===== config.mk =====
export PLATFORM = sky130hd
export DESIGN_NAME = flash_cmd_decoder
export DESIGN_NICKNAME = d
export VERILOG_FILES = /design/src/rtl/flash_cmd_pkg.sv /design/src/rtl/flash_unlock_seq.sv /design/src/rtl/flash_window_timer.sv /design/src/rtl/flash_cmd_decoder.sv
export SDC_FILE = /design/constraint.sdc
export NUM_CORES = 1
export LEC_CHECK = 0
export BUFFER_PORTS_ARGS = -buffer_cell sky130_fd_sc_hd__clkbuf_2
export CAP_MARGIN = 10
export CORE_MARGIN = 3
export CORE_UTILIZATION = 27
export CTS_CLUSTER_DIAMETER = 60
export CTS_CLUSTER_SIZE = 16
export DETAILED_ROUTE_END_ITERATION = 7
export PLACE_DENSITY_LB_ADDON = 0.08
export SYNTH_ARGS = -nofsm -noshare
export SYNTH_HDL_FRONTEND = slang
export SYNTH_SLANG_ARGS = --single-unit

===== constraint.sdc =====
create_clock -name clk -period 3.9 [get_ports clk]
set_input_delay 0.585 -clock clk [delete_from_list [all_inputs] [get_ports clk]]
set_output_delay 0.585 -clock clk [all_outputs]
set_load 0.05 [all_outputs]

===== src/rtl/flash_cmd_pkg.sv =====
package flash_cmd_pkg;
  typedef enum logic [3:0] {
    MD_READ    = 4'd0,
    MD_IDENT   = 4'd1,
    MD_PGM_ARM = 4'd2,
    MD_PGM     = 4'd3,
    MD_ESETUP  = 4'd4,
    MD_WINDOW  = 4'd5,
    MD_ERASE   = 4'd6,
    MD_SUSP    = 4'd7,
    MD_FAIL    = 4'd8
  } mode_e;

  localparam int CMD_W = 8;
  localparam logic [CMD_W-1:0] K_KEY1   = 8'hAA;
  localparam logic [CMD_W-1:0] K_KEY2   = 8'h55;
  localparam logic [CMD_W-1:0] K_IDENT  = 8'h90;
  localparam logic [CMD_W-1:0] K_PGM    = 8'hA0;
  localparam logic [CMD_W-1:0] K_ERASE  = 8'h80;
  localparam logic [CMD_W-1:0] K_CHIP   = 8'h10;
  localparam logic [CMD_W-1:0] K_SECTOR = 8'h30;
  localparam logic [CMD_W-1:0] K_SUSP   = 8'hB0;
  localparam logic [CMD_W-1:0] K_RESET  = 8'hF0;
endpackage


===== src/rtl/flash_unlock_seq.sv =====
module flash_unlock_seq
  import flash_cmd_pkg::*;
#(
  parameter int CMP_W = 11
) (
  input  logic             clk,
  input  logic             rst,
  input  logic             wr_en,
  input  logic             clear,
  input  logic [CMP_W-1:0] addr_lo,
  input  logic [CMD_W-1:0] data,
  output logic             cmd_o,
  output logic             brk_o
);
  localparam logic [CMP_W-1:0] ADR_FIRST  = CMP_W'('h555);
  localparam logic [CMP_W-1:0] ADR_SECOND = CMP_W'('h2AA);

  logic [1:0] stage_q;
  logic       m_first, m_second;

  assign m_first  = (addr_lo == ADR_FIRST)  && (data == K_KEY1);
  assign m_second = (addr_lo == ADR_SECOND) && (data == K_KEY2);
  assign cmd_o    = wr_en && (stage_q == 2'd2);
  assign brk_o    = wr_en && (((stage_q == 2'd0) && !m_first) ||
                              ((stage_q == 2'd1) && !m_second));

  always_ff @(posedge clk) begin
    if (rst || clear) begin
      stage_q <= 2'd0;
    end else if (wr_en) begin
      case (stage_q)
        2'd0:    stage_q <= m_first  ? 2'd1 : 2'd0;
        2'd1:    stage_q <= m_second ? 2'd2 : 2'd0;
        default: stage_q <= 2'd0;
      endcase
    end
  end
endmodule


===== src/rtl/flash_window_timer.sv =====
module flash_window_timer #(
  parameter int CYCLES = 5000
) (
  input  logic clk,
  input  logic rst,
  input  logic load,
  input  logic run,
  output logic expire
);
  localparam int CW = $clog2(CYCLES + 1);
  localparam logic [CW-1:0] START = CW'(CYCLES - 1);

  logic [CW-1:0] cnt_q;

  assign expire = run && !load && (cnt_q == '0);

  always_ff @(posedge clk) begin
    if (rst) begin
      cnt_q <= START;
    end else if (load) begin
      cnt_q <= START;
    end else if (run && (cnt_q != '0)) begin
      cnt_q <= cnt_q - 1'b1;
    end
  end
endmodule


===== src/rtl/flash_cmd_decoder.sv =====
module flash_cmd_decoder
  import flash_cmd_pkg::*;
#(
  parameter int ADDR_W       = 19,
  parameter int SECT_BITS    = 3,
  parameter int UNLOCK_W     = 11,
  parameter int CLK_FREQ_MHZ = 100,
  parameter int WINDOW_US    = 50
) (
  input  logic                    clk,
  input  logic                    rst,
  input  logic                    wr_en,
  input  logic [ADDR_W-1:0]       wr_addr,
  input  logic [7:0]              wr_data,
  input  logic                    eng_busy,
  input  logic                    eng_done,
  input  logic                    eng_fail,
  output logic [3:0]              mode_o,
  output logic                    prog_start,
  output logic                    chip_erase_start,
  output logic                    sector_erase_start,
  output logic [(1<<SECT_BITS)-1:0] sector_map,
  output logic                    suspend_req,
  output logic                    resume_req
);
  localparam int NUM_SECT   = 1 << SECT_BITS;
  localparam int WIN_CYCLES = CLK_FREQ_MHZ * WINDOW_US;
  localparam logic [UNLOCK_W-1:0] ADR_CMD = UNLOCK_W'('h555);

  mode_e                mode_q;
  logic [NUM_SECT-1:0]  map_q, sect_bit;
  logic [SECT_BITS-1:0] sect_idx;
  logic                 susp_q, started_q, chip_q;
  logic                 is_reset, listen, trk_cmd, trk_brk, at_cmd;
  logic                 win_load, win_expire;
  logic                 unused_inputs;

  assign is_reset = wr_en && (wr_data == K_RESET);
  assign listen   = (mode_q == MD_READ) || (mode_q == MD_SUSP) || (mode_q == MD_ESETUP);
  assign at_cmd   = (wr_addr[UNLOCK_W-1:0] == ADR_CMD);
  assign sect_idx = wr_addr[ADDR_W-1 -: SECT_BITS];
  assign unused_inputs = eng_busy ^ (^wr_addr[ADDR_W-SECT_BITS-1:UNLOCK_W]);

  generate
    for (genvar g = 0; g < NUM_SECT; g++) begin : g_sect_dec
      assign sect_bit[g] = (sect_idx == SECT_BITS'(g));
    end
  endgenerate

  flash_unlock_seq #(.CMP_W(UNLOCK_W)) unlock_i (
    .clk     (clk),
    .rst     (rst),
    .wr_en   (wr_en && listen && !is_reset),
    .clear   (is_reset),
    .addr_lo (wr_addr[UNLOCK_W-1:0]),
    .data    (wr_data),
    .cmd_o   (trk_cmd),
    .brk_o   (trk_brk)
  );

  assign win_load = ((mode_q == MD_ESETUP) && trk_cmd && (wr_data == K_SECTOR)) ||
                    ((mode_q == MD_WINDOW) && wr_en && (wr_data == K_SECTOR));

  flash_window_timer #(.CYCLES(WIN_CYCLES)) window_i (
    .clk    (clk),
    .rst    (rst),
    .load   (win_load),
    .run    (mode_q == MD_WINDOW),
    .expire (win_expire)
  );

  always_ff @(posedge clk) begin
    if (rst) begin
      mode_q <= MD_READ;  map_q <= '0;
      susp_q <= 1'b0;  started_q <= 1'b0;  chip_q <= 1'b0;
      prog_start <= 1'b0;  chip_erase_start <= 1'b0;  sector_erase_start <= 1'b0;
      suspend_req <= 1'b0;  resume_req <= 1'b0;
    end else begin
      prog_start <= 1'b0;  chip_erase_start <= 1'b0;  sector_erase_start <= 1'b0;
      suspend_req <= 1'b0;  resume_req <= 1'b0;
      case (mode_q)
        MD_READ: begin
          if (trk_cmd && at_cmd) begin
            if (wr_data == K_IDENT)      mode_q <= MD_IDENT;
            else if (wr_data == K_PGM)   mode_q <= MD_PGM_ARM;
            else if (wr_data == K_ERASE) mode_q <= MD_ESETUP;
          end
        end
        MD_SUSP: begin
          if (wr_en && (wr_data == K_SECTOR)) begin
            mode_q <= MD_ERASE;  susp_q <= 1'b0;
            if (started_q) resume_req <= 1'b1;
            else begin sector_erase_start <= 1'b1; started_q <= 1'b1; end
          end else if (trk_cmd && at_cmd) begin
            if (wr_data == K_IDENT)    mode_q <= MD_IDENT;
            else if (wr_data == K_PGM) mode_q <= MD_PGM_ARM;
          end
        end
        MD_IDENT: if (is_reset) mode_q <= susp_q ? MD_SUSP : MD_READ;
        MD_PGM_ARM: begin
          if (is_reset) mode_q <= susp_q ? MD_SUSP : MD_READ;
          else if (wr_en) begin prog_start <= 1'b1; mode_q <= MD_PGM; end
        end
        MD_PGM: begin
          if (eng_fail)      mode_q <= MD_FAIL;
          else if (eng_done) mode_q <= susp_q ? MD_SUSP : MD_READ;
        end
        MD_ESETUP: begin
          if (is_reset || trk_brk) mode_q <= MD_READ;
          else if (trk_cmd) begin
            if ((wr_data == K_CHIP) && at_cmd) begin
              chip_erase_start <= 1'b1;  map_q <= '1;
              chip_q <= 1'b1;  started_q <= 1'b1;  mode_q <= MD_ERASE;
            end else if (wr_data == K_SECTOR) begin
              map_q <= sect_bit;  chip_q <= 1'b0;  mode_q <= MD_WINDOW;
            end else mode_q <= MD_READ;
          end
        end
        MD_WINDOW: begin
          if (wr_en) begin
            if (wr_data == K_SECTOR) map_q <= map_q | sect_bit;
            else if (wr_data == K_SUSP) begin
              mode_q <= MD_SUSP;  susp_q <= 1'b1;  started_q <= 1'b0;
            end else begin mode_q <= MD_READ; map_q <= '0; end
          end else if (win_expire) begin
            sector_erase_start <= 1'b1;  started_q <= 1'b1;  mode_q <= MD_ERASE;
          end
        end
        MD_ERASE: begin
          if (eng_fail) mode_q <= MD_FAIL;
          else if (eng_done) begin
            mode_q <= MD_READ;  map_q <= '0;  started_q <= 1'b0;  chip_q <= 1'b0;
          end else if (wr_en && (wr_data == K_SUSP) && !chip_q) begin
            suspend_req <= 1'b1;  mode_q <= MD_SUSP;  susp_q <= 1'b1;
          end
        end
        MD_FAIL: begin
          if (is_reset) begin
            mode_q <= MD_READ;  map_q <= '0;
            susp_q <= 1'b0;  started_q <= 1'b0;  chip_q <= 1'b0;
          end
        end
        default: mode_q <= MD_READ;
      endcase
    end
  end

  assign mode_o     = mode_q;
  assign sector_map = map_q;
endmodule


* Word-level counts from Yosys, hierarchy flattened
Cells that the tools add are included.
** Storage, ports and cells
- Register bits after elaboration :: 35
- Input port bits :: 33
- Output and inout port bits :: 17
** Operators by class
- Add/subtract/negate cells :: 1
- Equal/unequal tests :: 54
- Mux-type cells :: 75
- Bitwise operators :: 7
- Reductions and logical operators :: 51
** Operators with widths (number)
- two-way mux 4 bit :: 22
- two-way mux 8 bit :: 10
- equality test 8 bit, second input constant :: 6
- case mux 4 bit (9 select lines) :: 1
- case mux 8 bit (4 select lines) :: 1
- two-way mux 1 bit :: 31
- != test 2 bit, second input constant :: 11
- logical AND 1 bit :: 21
- != test 3 bit, second input constant :: 6
- AND reduction 9 bit :: 2
- equality test 4 x 3 -> 1 bit, second input constant :: 4
- zero test 13 bit :: 1
- nonzero test 13 bit :: 1
- subtractor 13 x 1 -> 13 bit, second input constant :: 1
- equality test 3 bit, second input constant :: 4
- two-way mux 3 bit :: 4
- AND reduction 12 bit :: 1
- equality test 11 x 10 -> 1 bit, second input constant :: 1
- equality test 11 bit, second input constant :: 1
- AND reduction 11 bit :: 1
- equality test 4 x 2 -> 1 bit, second input constant :: 2
- equality test 8 x 5 -> 1 bit, second input constant :: 1
- equality test 8 x 6 -> 1 bit, second input constant :: 1
- equality test 8 x 7 -> 1 bit, second input constant :: 1
- other kinds (31) :: 53

* Longest topological paths before layout
Gate-level depths: netlist (run 1).
- Word-level depth :: 15
- Mapped depth :: 8

* Modules after synthesis
From an unflattened synthesis (run 1), not the netlist that was laid out.
** Second synthesis, totals
- Cell total of the unflattened synthesis :: 340
- Area, all modules :: 2712.6 µm²
** Modules (own cells, without submodules)
- flash_cmd_decoder :: instances 1, cells an instance 234, area each 1790.5 µm², sequential area each 400.4 µm²
- flash_window_timer :: instances 1, cells an instance 82, area each 708.2 µm², sequential area each 260.2 µm²
- flash_unlock_seq :: instances 1, cells an instance 24, area each 214.0 µm², sequential area each 40.0 µm²

* Worst setup path before layout (run 1)
OpenSTA, ideal clock, no wires.
- Path type :: in2reg
- Start point :: in wr_data[0]
- End point :: reg map_q[0], in the netlist sector_map[0]
- Setup time :: 116 ps
- Data arrival time :: 2239 ps
- Data required time :: 3784 ps
- Slack :: 1545 ps
- Stages :: 7
- Path through :: or4_4 nor3b_2 nor2_1 or2_0 buf_4 a31o_2 o211a_1
** On the way
- Longest elaborated chain between the ends :: 9
** Ends and longest elaborated chain
- start: declaration :: line flash_cmd_decoder.sv:14 : input logic [7:0] wr_data,
- equality test 8 bit or equality test 8 x 7 -> 1 bit (tied branches) :: line flash_unlock_seq.sv:21, flash_unlock_seq.sv:22
- logical AND 1 bit (on tied branches) :: line flash_unlock_seq.sv:21, flash_unlock_seq.sv:22
- zero test 1 bit (on tied branches) :: line flash_unlock_seq.sv:24, flash_unlock_seq.sv:25
- logical AND 1 bit (on tied branches) :: line flash_unlock_seq.sv:24, flash_unlock_seq.sv:25
- logical OR 1 bit :: line flash_unlock_seq.sv:24 : assign brk_o = wr_en && (((stage_q == 2'd0) && !m_first) ||
- logical AND 1 bit :: line flash_unlock_seq.sv:24
- logical OR 1 bit :: line flash_cmd_decoder.sv:109 : if (is_reset || trk_brk) mode_q <= MD_READ;
- != test 2 bit (no source line)
- AND reduction 9 bit (no source line)
- end signal: assignment :: line flash_cmd_decoder.sv:121 : if (wr_data == K_SECTOR) map_q <= map_q | sect_bit;
- end: declaration :: line flash_cmd_decoder.sv:31 : logic [NUM_SECT-1:0] map_q, sect_bit;
Several ways; a longest one is shown, not always the timed one. The select of a mux whose other input is x is not followed.
A chain may end at the register's enable or synchronous reset.

* Final worst setup path (run 1)
- Start point :: reg mode_q[0], in the netlist mode_o[0]
- End point :: reg map_q[6], in the netlist sector_map[6]
** On the way
- Longest elaborated chain between the ends :: 9
** Ends and longest elaborated chain
- start: declaration :: line flash_cmd_decoder.sv:30 : mode_e mode_q;
- start signal: assignment :: line flash_cmd_decoder.sv:99 : MD_IDENT: if (is_reset) mode_q <= susp_q ? MD_SUSP : MD_READ;
- start signal: assignment :: line flash_cmd_decoder.sv:101 : if (is_reset) mode_q <= susp_q ? MD_SUSP : MD_READ;
- start signal: assignment :: line flash_cmd_decoder.sv:106 : else if (eng_done) mode_q <= susp_q ? MD_SUSP : MD_READ;
- equality test 4 x 3 -> 1 bit or zero test 4 bit (tied branches) :: line flash_cmd_decoder.sv:39 : assign listen = (mode_q == MD_READ) || (mode_q == MD_SUSP) || (mode_q == MD_ESETUP);
- logical OR 1 bit (2 in series) :: line flash_cmd_decoder.sv:39
- logical AND 1 bit (2 in series) :: line flash_cmd_decoder.sv:53 : .wr_en (wr_en && listen && !is_reset),
- logical AND 1 bit :: line flash_unlock_seq.sv:24
- logical OR 1 bit :: line flash_cmd_decoder.sv:109
- != test 2 bit (no source line)
- AND reduction 9 bit (no source line)
Several ways; a longest one is shown, not always the timed one.

==> flow_summary.rst, run 1 <==
.. list-table::
   :header-rows: 1

   * - Metric
     - Value
   * - Run status
     - finished clean
   * - Post-Route Hold Slack
     - 0.477 ns
   * - # Post-CTS Setup Buffers
     - 0
   * - Kind of critical path
     - flip-flop to flip-flop
   * - Ports
     - 50
   * - Cells along the critical path
     - and4bb_2 -> nand2_1 -> nor2_1 -> or2_0 -> nand3_4 -> o211a_1
   * - Worst Setup End Kind
     - flip-flop
   * - Max-slew violation count
     - 0
   * - Number of hold violations in the final report
     - 0
   * - Post-detailed-placement half-perimeter wirelength
     - 5650 um
   * - Area share of the leading cell type in the synthesized netlist
     - about 28%
   * - Largest stage delay on the critical path
     - 0.79 ns
   * - Unrepaired setup endpoints after global routing
     - false
   * - Quantity of hold-fixing buffers added after cts
     - 0
   * - Critical path required time
     - 4.09 ns
   * - Final setup fails
     - 0
   * - Slowest CP cell
     - dfxtp_1
   * - Hold Crit Depth
     - 2
   * - Category of the worst setup path launch point
     - flip-flop
   * - Netlist area before placement
     - between 2000 and 3000 um^2
   * - Synth cell types
     - 65
   * - Post-route fraction of the period consumed by the critical path
     - between 60% and 70%
   * - Reg-to-reg startpoint
     - mode_o[0]
   * - Vias per cell
     - between 5 and 6
   * - Number of buffers created by CTS
     - 5
   * - Hold Path Sink
     - window_i.cnt_q[12]
   * - Buffers added on ports
     - 43
   * - Die area
     - 10,600 um^2
   * - Cells on worst reg2reg path
     - 6
   * - Post-layout min period
     - 2.59 ns
   * - Tot Pwr
     - approximately 1400 uW
   * - Worst min-delay path startpoint
     - window_i.cnt_q[12]
   * - Final weighted congestion of routability-driven global placement
     - 0.816
   * - TritonCTS sink count
     - 35
   * - Top cells by count, synth
     - nor2_1 (36), dfxtp_1 (35), nand2_1 (29), a21oi_1 (16), nor3_1 (15)
   * - Post-synth top flop
     - dfxtp_1
   * - Area added between synthesis and finish
     - 16.1%
   * - Clk pin slew, worst setup/hold paths
     - around 0.080 ns
   * - Max frequency
     - 386 MHz
   * - Antenna violations before repair
     - 0
   * - Diode count
     - 0
   * - Number of global-route vias before repair
     - 2,453
   * - Total Nets Final
     - ~400
   * - TritonCTS clock tree
     - yes
   * - Clock skew after layout
     - 0.0105 ns
   * - Async S/R FF share, synth
     - 0%
   * - Utilization after layout
     - between 30% and 40%
   * - Deepest clock path buffer count
     - 2
   * - Global routing usage summed across all routing layers
     - 14.8%
   * - Max-cap viol count
     - 0
   * - Number of H-tree branching levels
     - 2
   * - Sequential-to-total area share from yosys stat
     - 27.7%
   * - Wirelength per Cell
     - 16.2 um
   * - Share of layout cells above drive strength 1
     - about a quarter
   * - Total core area
     - between 8000 and 9000 um^2
   * - Leading cell type by number of instances after synthesis
     - nor2_1
   * - Buffer cell driving the clock tree root
     - clkbuf_8
   * - Total negative setup slack
     - 0 ns
   * - #FFs+latches synth
     - 35
   * - Initial DRC Count
     - 100
   * - Max VDD drop
     - 0.242 mV
   * - FP Rows
     - 34
   * - PwrDens
     - 464 nW/um^2
   * - Clock latency at the later pin of the worst-skew pair
     - 0.29 ns
   * - Wire length reported by the detailed router
     - about 7500 um
   * - Synth area leader
     - dfxtp_1
   * - Kind of path behind the tightest hold check
     - flip-flop to flip-flop
   * - Die span in y
     - 103 um
   * - Width of the die
     - 103 um
   * - Setup slack of the most critical reg-to-reg path
     - 1.31 ns
   * - First-pass GRT wire length
     - ~12,000 um
   * - Total global routing overflow
     - 0
   * - Pre-antenna DRT Iters
     - 4
   * - Effective utilization at floorplan
     - 28.4%
   * - Largest net degree at the start of global routing
     - 22
   * - DRC errors left
     - 0
   * - Count of warnings emitted by yosys
     - 0
   * - Buffers & Inverters on Critical Path
     - 0
   * - Kind of cell adding the most delay to the critical path
     - simple AND/OR/NAND/NOR gates
   * - Total number of vias
     - 2,519
   * - Number of flops mapped to enable cells by yosys
     - 0
   * - Number of gates resized after CTS
     - 0
   * - Least-Margin Pin Slew
     - 0.742 ns
   * - Top cells by area, synth
     - dfxtp_1 (28%), nor2_1 (5.3%), nand2_1 (4.3%)
   * - Syn Nets
     - about 350
   * - Capturing point of the worst reg2reg path
     - sector_map[6]
   * - Maximum net fanout on the critical path
     - 21
   * - Crit path arrival time
     - around 2.8 ns
   * - Mapped Cells
     - 319
   * - Routed Antenna Nets
     - 0
   * - Static leakage
     - between 0.001 and 0.0015 uW
   * - Post-synthesis average cell area
     - slightly below 8 um^2
   * - Max_slew headroom
     - 50.1%
==> placed cells by master (no fill, tap or decap), types with 3 or more instances in the layout <==
cell,synthesis,final
clkbuf_2,0,43
nor2_1,36,36
dfxtp_1,35,35
nand2_1,29,29
a21oi_1,16,16
nor3_1,15,15
o21ai_0,12,12
inv_1,10,10
o211a_1,10,10
nand3_1,8,8
o22ai_1,8,8
a31o_2,8,8
a31oi_1,8,8
nor3b_1,7,7
xnor2_1,7,7
nor2b_1,5,5
xor2_1,5,5
clkbuf_8,0,5
and3_1,4,4
a211oi_1,4,4
or2_2,4,4
nand3b_1,3,3
or4bb_1,3,3
nor4_1,3,3
and2_1,3,3
nand4b_1,3,3
nor3_2,3,3
or3_1,3,3
a311oi_1,3,3
a21o_1,3,3
o31ai_1,3,3
==> cells by family after synthesis <==
logic type,count (synthesis),synth area share (%)
flops,35,27.7
xor+xnor,12,4.15
mux,2,0.790
compound gates,92,27.1
simple gates,152,35.9
fa+ha+maj,1,0.494
buf+inv,25,3.95
==> stage by stage <==
step	area (um^2)	setup WS (ns)	cells
final	2940	1.31	464
after global routing	2940	1.11	464
after CTS	2940	1.28	464
after detailed placement	2840	1.05	457
after global placement	2840	1.04	457
after floorplan	2530	1.54	319
==> tightest hold or removal path: stages, from the launching register on <==
cell     delay [ns]
dfxtp_1        0.33
o31ai_1        0.06
nand2_1        0.05
==> how the worst max path moves through the flow <==
stage,start,end,slack [ns],cells past startpoint
floorplan,wr_data[0],sector_map[0],1.54,7
global placement,wr_data[0],sector_map[1],1.04,7
detailed placement,wr_data[0],sector_map[7],1.05,7
CTS,mode_o[0],sector_map[6],1.28,6
global route,mode_o[0],sector_map[1],1.11,6
finish,mode_o[0],sector_map[6],1.31,6
==> routing by layer <==
layer  wire length [um]  global-route usage [%]  vias to the layer above
met5                  0                       0                        -
li1                   -                       -                     1274
met3                266                    2.50                        5
met4                 60                    3.29                        0
met2               3630                    25.6                       43
met1               3570                    19.3                     1197
==> power by group <==
part	switching, uW	total, uW	internal, uW	leakage (uW)
registers	64.2	466	402	0.000284
logic	355	573	217	0.000795
clock network	140	326	187	0.0000502
==> flip-flops by register name (all words and copies together), names as in the netlist <==
register and cells:
chip_q 1, chip_erase_start 1, started_q 1, sector_erase_start 1, susp_q 1, resume_req 1
sector_map 8, suspend_req 1, unlock_i.stage_q 2, prog_start 1, window_i.cnt_q 13, mode_o 4
==> layout make-up <==
cell class              count  area [um^2]
repair buffers             45          230
fillers                   971         5990
well taps                 108          135
flip-flops and latches     35          701
inverters                  10         37.5
multi-input cells         259         1730
clock buffers               5         68.8
clock inverters             2         37.5
Note: power is estimated with default switching activity, not from simulation.
==> run 2, diff against run 1 <==
Settings changed: ABC_AREA set to 1.
Clock period 3.9 ns to 2.6 ns, I/O delays scaled along.
==> run 2 against run 1 <==
  * Global-route usage fell by 0.78 points
  * Power rose by 98%
  * Wire length fell by 1.3%
  * Final cell count rose by 33%
  * Non-clock buffer count rose by 4
  * First-iteration DRC count rose by 44%
  * Largest cell class unchanged
==> flow_summary.rst, run 2 <==
.. list-table::
   :header-rows: 1

   * - Metric
     - Value
   * - Run status
     - finished clean
   * - Leading cell type by number of instances after synthesis
     - nand2_1
   * - #FFs+latches synth
     - 35 (unchanged)
   * - Least-Margin Pin Slew
     - 0.546 ns (-0.196 ns)
   * - Clk pin slew, worst setup/hold paths
     - 0.08 ns (about the same)
   * - Top register by number of flip-flops
     - window_i.cnt_q
   * - Clock skew after layout
     - 0.00624 ns (-0.00424 ns)
   * - Post-synthesis average cell area
     - 6.04 um^2 (-24%)
   * - Netlist area before placement
     - 2640 um^2 (+4.1%)
   * - Area added between synthesis and finish
     - 18.8%
   * - Count of warnings emitted by yosys
     - 0 (unchanged)
   * - Kind of path behind the tightest hold check
     - input pin to flip-flop
   * - Total global routing overflow
     - 0 (unchanged)
   * - Width of the die
     - 105 um (+1.9%)
   * - Number of hold violations in the final report
     - 0 (unchanged)
   * - Max-slew violation count
     - 0 (unchanged)
   * - Wire length reported by the detailed router
     - 7430 um (-1.3%)
   * - Vias per cell
     - 4.51 (-17%)
   * - Share of layout cells above drive strength 1
     - 20.5% (-3.1 points)
   * - Die span in y
     - 105 um (+1.9%)
   * - Syn Nets
     - 471 (+33%)
   * - Leading cell type in the layout, fill and taps excluded
     - nand2_1
   * - Post-synth top flop
     - dfxtp_1
   * - Worst Setup End Kind
     - flip-flop
   * - Critical path required time
     - 2.78 ns (-1.31 ns)
   * - Total negative setup slack
     - 0 ns (unchanged)
   * - Number of global-route vias before repair
     - 2,621 (+6.8%)
   * - DRC errors left
     - 0 (unchanged)
   * - Area share of the leading cell type in the synthesized netlist
     - 26.6% (-1.1 points)
   * - FP Rows
     - 35 (+2.9%)
   * - Synth cell types
     - 38 (-42%)
   * - First-pass GRT wire length
     - 12,700 um (+3.4%)
   * - Number of gates resized after CTS
     - 0 (unchanged)
   * - Antenna violations before repair
     - 0 (unchanged)
   * - Worst setup margin
     - 0.496 ns (-0.812 ns)
   * - Number of H-tree branching levels
     - 2 (unchanged)
   * - Buffer cell driving the clock tree root
     - clkbuf_8
   * - Number of flops mapped to enable cells by yosys
     - 0 (unchanged)
   * - Buffers added on ports
     - 43 (unchanged)
   * - Kind of critical path
     - flip-flop to flip-flop
   * - Tot Pwr
     - 2700 uW (+98%)
   * - Max_slew headroom
     - 63.6% (+13 points)
   * - Wirelength per Cell
     - 12.0 um (-26%)
   * - Synth area leader
     - dfxtp_1
   * - Clock latency at the later pin of the worst-skew pair
     - 0.29 ns (about the same)
   * - Quantity of hold-fixing buffers added after cts
     - 0 (unchanged)
   * - Pre-antenna DRT Iters
     - 4 (unchanged)
   * - Maximum net fanout on the critical path
     - 9 (-57%)
   * - TritonCTS clock tree
     - yes
   * - Max VDD drop
     - 0.236 mV (-2.4%)
   * - Flip-flop count of the largest register, all copies and words added
     - 13 (unchanged)
   * - Pre-CTS setup slack
     - 0.327 ns (-0.720 ns)
   * - Category of the worst setup path launch point
     - flip-flop
   * - Ports
     - 50 (unchanged)
   * - Top cells by count, synth
     - nand2_1 (101), nor2_1 (63), inv_1 (62), nand3_1 (40), dfxtp_1 (35)
   * - Routed Antenna Nets
     - 0 (unchanged)
   * - TritonCTS sink count
     - 35 (unchanged)
   * - Unrepaired setup endpoints after global routing
     - false
   * - Deepest clock path buffer count
     - 2 (unchanged)
   * - Async S/R FF share, synth
     - 0% (unchanged)
   * - Inst Count DP
     - 609 (+33%)
   * - Total core area
     - 9370 um^2 (+4.9%)
   * - Total number of vias
     - 2,780 (+10%)
   * - Max-cap viol count
     - 0 (unchanged)
   * - Post-detailed-placement half-perimeter wirelength
     - 5880 um (+4.1%)
   * - Final weighted congestion of routability-driven global placement
     - 0.859 (+5.2%)
   * - Final setup fails
     - 0 (unchanged)
   * - Number of buffers created by CTS
     - 5 (unchanged)
   * - Top cells by area, synth
     - dfxtp_1 (27%), nand2_1 (14%), nor2_1 (9.0%)
   * - Post-route non-filler standard cell count
     - 617 (+33%)
   * - Initial DRC Count
     - 144 (+44%)
   * - Largest net degree at the start of global routing
     - 16 (-27%)
   * - Die area
     - 11,000 um^2 (+3.9%)
   * - Total Nets Final
     - 521 (+34%)
   * - Post-layout min period
     - 2.10 ns (-0.488 ns)
   * - Sequential-to-total area share from yosys stat
     - 26.6% (-1.1 points)
   * - Crit path arrival time
     - 2.29 ns (-0.49 ns)
   * - Mapped Cells
     - 437 (+37%)
   * - Max frequency
     - 475 MHz (+23%)
   * - Static leakage
     - 0.00154 uW (+37%)
   * - PwrDens
     - 862 nW/um^2 (+86%)
   * - Diode count
     - 0 (unchanged)
   * - Most frequent cells in the layout
     - nand2_1 (101), nor2_1 (63), inv_1 (62)
   * - Effective utilization at floorplan
     - 28.2% (-0.20 points)
   * - # Post-CTS Setup Buffers
     - 0 (unchanged)
   * - Post-route fraction of the period consumed by the critical path
     - 80.9% (+14 points)
   * - Global routing usage summed across all routing layers
     - 14.0% (-0.78 points)
-- run 2: cell types whose count changed after synthesis, sizes merged, moves of 7 or more --
cell / before / now
nand2: 29 / 106
nand4: 2 / 12
a31o: 8 / 0
nor3b: 8 / 1
o22ai: 8 / 0
a31oi: 8 / 0
a21oi: 18 / 26
o211a: 10 / 0
nor2: 37 / 76
clkbuf: 12 / 3
nand3: 9 / 41
inv: 10 / 73
-- run 2: stage by stage --
stage               cell area [um^2]  hold WS (ns)  util (%)
floorplan                       2640         0.426         -
global placement                3020         0.441      32.3
detailed placement              3020         0.458      32.3
CTS                             3140         0.397      33.5
global route                    3140         0.419      33.5
finish                          3140         0.406      33.5
-- run 2: worst max-delay path, cell delays in order, from the launching register on --
cell and delay [ns]:
dfxtp_1 0.58, inv_2 0.12, nor3_4 0.28, inv_2 0.13
nor2_2 0.14, nand2_1 0.11, nor3_2 0.21, nand2_1 0.10
xnor2_1 0.12, or2_1 0.20
-- run 2: worst paths after layout --
check	start	endpoint	slack (ns)	depth (start not counted)
min reg2reg	started_q	resume_req	0.47	2
max	mode_o[0]	window_i.cnt_q[8]	0.50	9
max reg2reg	mode_o[0]	window_i.cnt_q[8]	0.50	9
min	eng_fail	mode_o[3]	0.41	3
-- run 2: where the power goes --
group / switching [uW] / leakage, uW / internal (uW)
logic: 1030 / 0.00120 / 441
registers: 101 / 0.000284 / 631
clock network: 215 / 0.0000581 / 286
-- run 2: layout make-up --
type                       instances  area [um^2]
multi-input combinational        323         1630
sequential                        35          701
timing repair buffer              49          260
clock buffer                       5         68.8
fill                            1086         6240
clock inverter                     3         43.8
inverter                          73          274
tap                              129          161
-- run 2: metal layers --
layer	wire length (um)	GRT usage, %	vias to the layer above
met4	44	3.00	0
met5	0	0	-
met1	3770	20.1	1239
met3	287	2.96	5
met2	3340	21.5	46
li1	-	-	1490
-- run 2: cells by family (layout without fill, tap and decap cells) --
| logic type | after synthesis | in the layout | share of synthesized area [%] |
|---|---|---|---|
| compound gates | 46 | 46 | 9.86 |
| fa+ha+maj | 1 | 1 | 0.474 |
| xor+xnor | 6 | 6 | 1.99 |
| flops | 35 | 35 | 26.6 |
| buf+inv | 79 | 130 | 11.8 |
| simple gates | 270 | 270 | 49.3 |
==> run 3, diff against run 2 <==
Clock period 2.6 ns to 1.8 ns, I/O delays scaled along.
==> run 3 against run 2 <==
  * The flow now finishes with violations (negative setup slack)
  * Core utilization up 7.7 points
  * Fmax grew 17%
  * Sequential share of layout area down 3.6 points
  * Worst setup slack worse by 0.50 ns
  * Clock power grew 45%
  * Final area increased by 23%
  * Global-route usage rose by 0.61 points
  * Power increased by 66%
  * Final cell count grew 11%
==> flow_summary.rst, run 3 (synthesized netlist as in run 2, its figures left out) <==
.. list-table::
   :header-rows: 1

   * - Metric
     - Value
   * - Run status
     - finished with violations
   * - Violated checks
     - negative setup slack
   * - Wire length reported by the detailed router
     - 8030 um (+8.0%)
   * - Post-route fraction of the period consumed by the critical path
     - 100% (+19 points)
   * - Flip-flop count of the largest register, all copies and words added
     - 13 (unchanged)
   * - Total core area
     - 9370 um^2 (unchanged)
   * - Pre-antenna DRT Iters
     - 4 (unchanged)
   * - Area of all placed cells without fillers
     - 3850 um^2 (+23%)
   * - Total number of vias
     - 3,000 (+7.9%)
   * - Share of layout cells above drive strength 1
     - 36.3% (+16 points)
   * - Post-detailed-placement half-perimeter wirelength
     - 6340 um (+7.8%)
   * - FP Rows
     - 35 (unchanged)
   * - Combinational group share of total power
     - 60.0% (+5.6 points)
   * - Clock skew after layout
     - 0.00618 ns (-0.0000679 ns)
   * - Largest net degree at the start of global routing
     - 16 (unchanged)
   * - Deepest clock path buffer count
     - 2 (unchanged)
   * - Least-Margin Pin Slew
     - 0.381 ns (-0.165 ns)
   * - DRC errors left
     - 0 (unchanged)
   * - Total global routing overflow
     - 0 (unchanged)
   * - Critical path required time
     - 1.99 ns (-0.79 ns)
   * - Die span in y
     - 105 um (unchanged)
   * - Post-route non-filler standard cell count
     - 686 (+11%)
   * - TritonCTS clock tree
     - yes
   * - Kind of path behind the tightest hold check
     - input pin to flip-flop
   * - Fraction of power spent switching nets
     - 46.7% (-3.1 points)
   * - First-pass GRT wire length
     - 13,200 um (+3.4%)
   * - Static leakage
     - 0.00191 uW (+24%)
   * - Number of H-tree branching levels
     - 2 (unchanged)
   * - Number of global-route vias before repair
     - 2,806 (+7.1%)
   * - Worst Setup End Kind
     - flip-flop
   * - Maximum net fanout on the critical path
     - 5 (-4)
   * - Max VDD drop
     - 0.527 mV (+120%)
   * - Ports
     - 50 (unchanged)
   * - Max frequency
     - 554 MHz (+17%)
   * - Final weighted congestion of routability-driven global placement
     - 0.919 (+7.0%)
   * - Tot Pwr
     - 4500 uW (+66%)
   * - PwrDens
     - 1170 nW/um^2 (+35%)
   * - Number of buffers created by CTS
     - 5 (unchanged)
   * - Diode count
     - 0 (unchanged)
   * - Max-cap viol count
     - 0 (unchanged)
   * - TritonCTS sink count
     - 35 (unchanged)
   * - Quantity of hold-fixing buffers added after cts
     - 0 (unchanged)
   * - Number of hold violations in the final report
     - 0 (unchanged)
   * - Buffer cell driving the clock tree root
     - clkbuf_8
   * - Max_slew headroom
     - 74.4% (+11 points)
   * - Area post-placement
     - 3490 um^2 (+15%)
   * - Kind of critical path
     - flip-flop to flip-flop
   * - Width of the die
     - 105 um (unchanged)
   * - Category of the worst setup path launch point
     - flip-flop
   * - Unrepaired setup endpoints after global routing
     - true
   * - Effective utilization at floorplan
     - 28.2% (unchanged)
   * - Initial DRC Count
     - 88 (-39%)
   * - Leading cell type in the layout, fill and taps excluded
     - nand2_1
   * - Global routing usage summed across all routing layers
     - 14.6% (+0.61 points)
   * - Clock power frac
     - 16.1% (-2.4 points)
   * - Internal power component
     - 2400 uW (+76%)
   * - Net Switching
     - 2100 uW (+56%)
   * - Worst setup margin
     - -0.00510 ns (-0.501 ns)
   * - Total Nets Final
     - 590 (+13%)
   * - Area added between synthesis and finish
     - 46.0%
   * - Vias per cell
     - 4.37 (-2.9%)
   * - Most frequent cells in the layout
     - nand2_1 (91), buf_4 (70), nor2_1 (60)
   * - Max-slew violation count
     - 0 (unchanged)
   * - Buffers added on ports
     - 43 (unchanged)
   * - Routed Antenna Nets
     - 0 (unchanged)
   * - Clk pin slew, worst setup/hold paths
     - 0.08 ns (about the same)
   * - Post-layout min period
     - 1.81 ns (-0.299 ns)
   * - Inst Count DP
     - 668 (+9.7%)
   * - Crit path arrival time
     - 2.00 ns (-0.29 ns)
   * - Clock latency at the later pin of the worst-skew pair
     - 0.29 ns (about the same)
   * - Top register by number of flip-flops
     - window_i.cnt_q
   * - Final setup fails
     - 1 (+1)
   * - Reg power frac
     - 23.9% (-3.2 points)
   * - Die area
     - 11,000 um^2 (unchanged)
   * - Antenna violations before repair
     - 0 (unchanged)
   * - Wirelength per Cell
     - 11.7 um (-2.8%)
## run 3: cell types whose count changed in the layout (fill, tap and decap cells not counted), moves of 5 or more
cell / delta
buf_4: +64
nor2_4: +6
nand2_2: +8
dfxtp_4: +5
nand2_1: -10
dfxtp_1: -8
## run 3: power groups by stage
| stage | combinational, uW | clock, uW | sequential (uW) |
|---|---|---|---|
| finish | 2700 | 725 | 1070 |
| global route | 3030 | 788 | 1100 |
| CTS | 2470 | 753 | 1040 |
| detailed placement | 2440 | 0 | 1060 |
| global placement | 2430 | 0 | 1060 |
| floorplan | 1430 | 0 | 1370 |
## run 3: final timing paths
path | slack, ns | to | startpoint | cells past startpoint
min reg2reg | 0.47 | window_i.cnt_q[12] | window_i.cnt_q[12] | 2
min | 0.24 | mode_o[3] | eng_fail | 3
max reg2reg | -0.005 | window_i.cnt_q[8] | mode_o[3] | 10
max | -0.005 | window_i.cnt_q[8] | mode_o[3] | 10
## run 3: cell type report
class / count / area [um^2]
Tap cell: 129 / 161
Multi-Input combinational cell: 323 / 1770
Clock buffer: 5 / 68.8
Clock inverter: 3 / 43.8
Inverter: 73 / 282
Fill cell: 1071 / 5520
Sequential cell: 35 / 723
Timing Repair Buffer: 118 / 806
## run 3: layer usage
layer / part of all wire, % / vias to the layer above / global-route usage, %
met4: 0.82 / 0 / 3.09
li1: - / 1634 / -
met5: 0 / - / 0
met1: 52 / 1326 / 21.7
met2: 43 / 33 / 21.4
met3: 4.4 / 7 / 3.27
## run 3: critical path: stages, from the launching register on
cell and delay, ns:
dfxtp_4 0.36, inv_6 0.08, nand2_8 0.06, nor3_4 0.23, inv_2 0.12, nor2_4 0.13, nand2_2 0.09, nor3_4 0.22
nand2_1 0.09, xnor2_1 0.11, or2_1 0.20
## run 3: stage by stage
step | setup TNS (ns) | util [%] | hold WS (ns) | setup slack (ns)
CTS | 0 | 38.6 | 0.241 | 0.00170
global route | -1.28 | 41.1 | 0.276 | -0.118
finish | -0.00510 | 41.1 | 0.241 | -0.00510
floorplan | -0.0477 | - | 0.418 | -0.0477
global placement | -1.10 | 37.2 | 0.444 | -0.121
detailed placement | -1.48 | 37.2 | 0.451 | -0.153
## run 3: repair_timing
action	CTS	global route
pin swaps	0	22
gates resized for setup	2	51
setup endpoints to repair	3	24
setup buffers	0	10
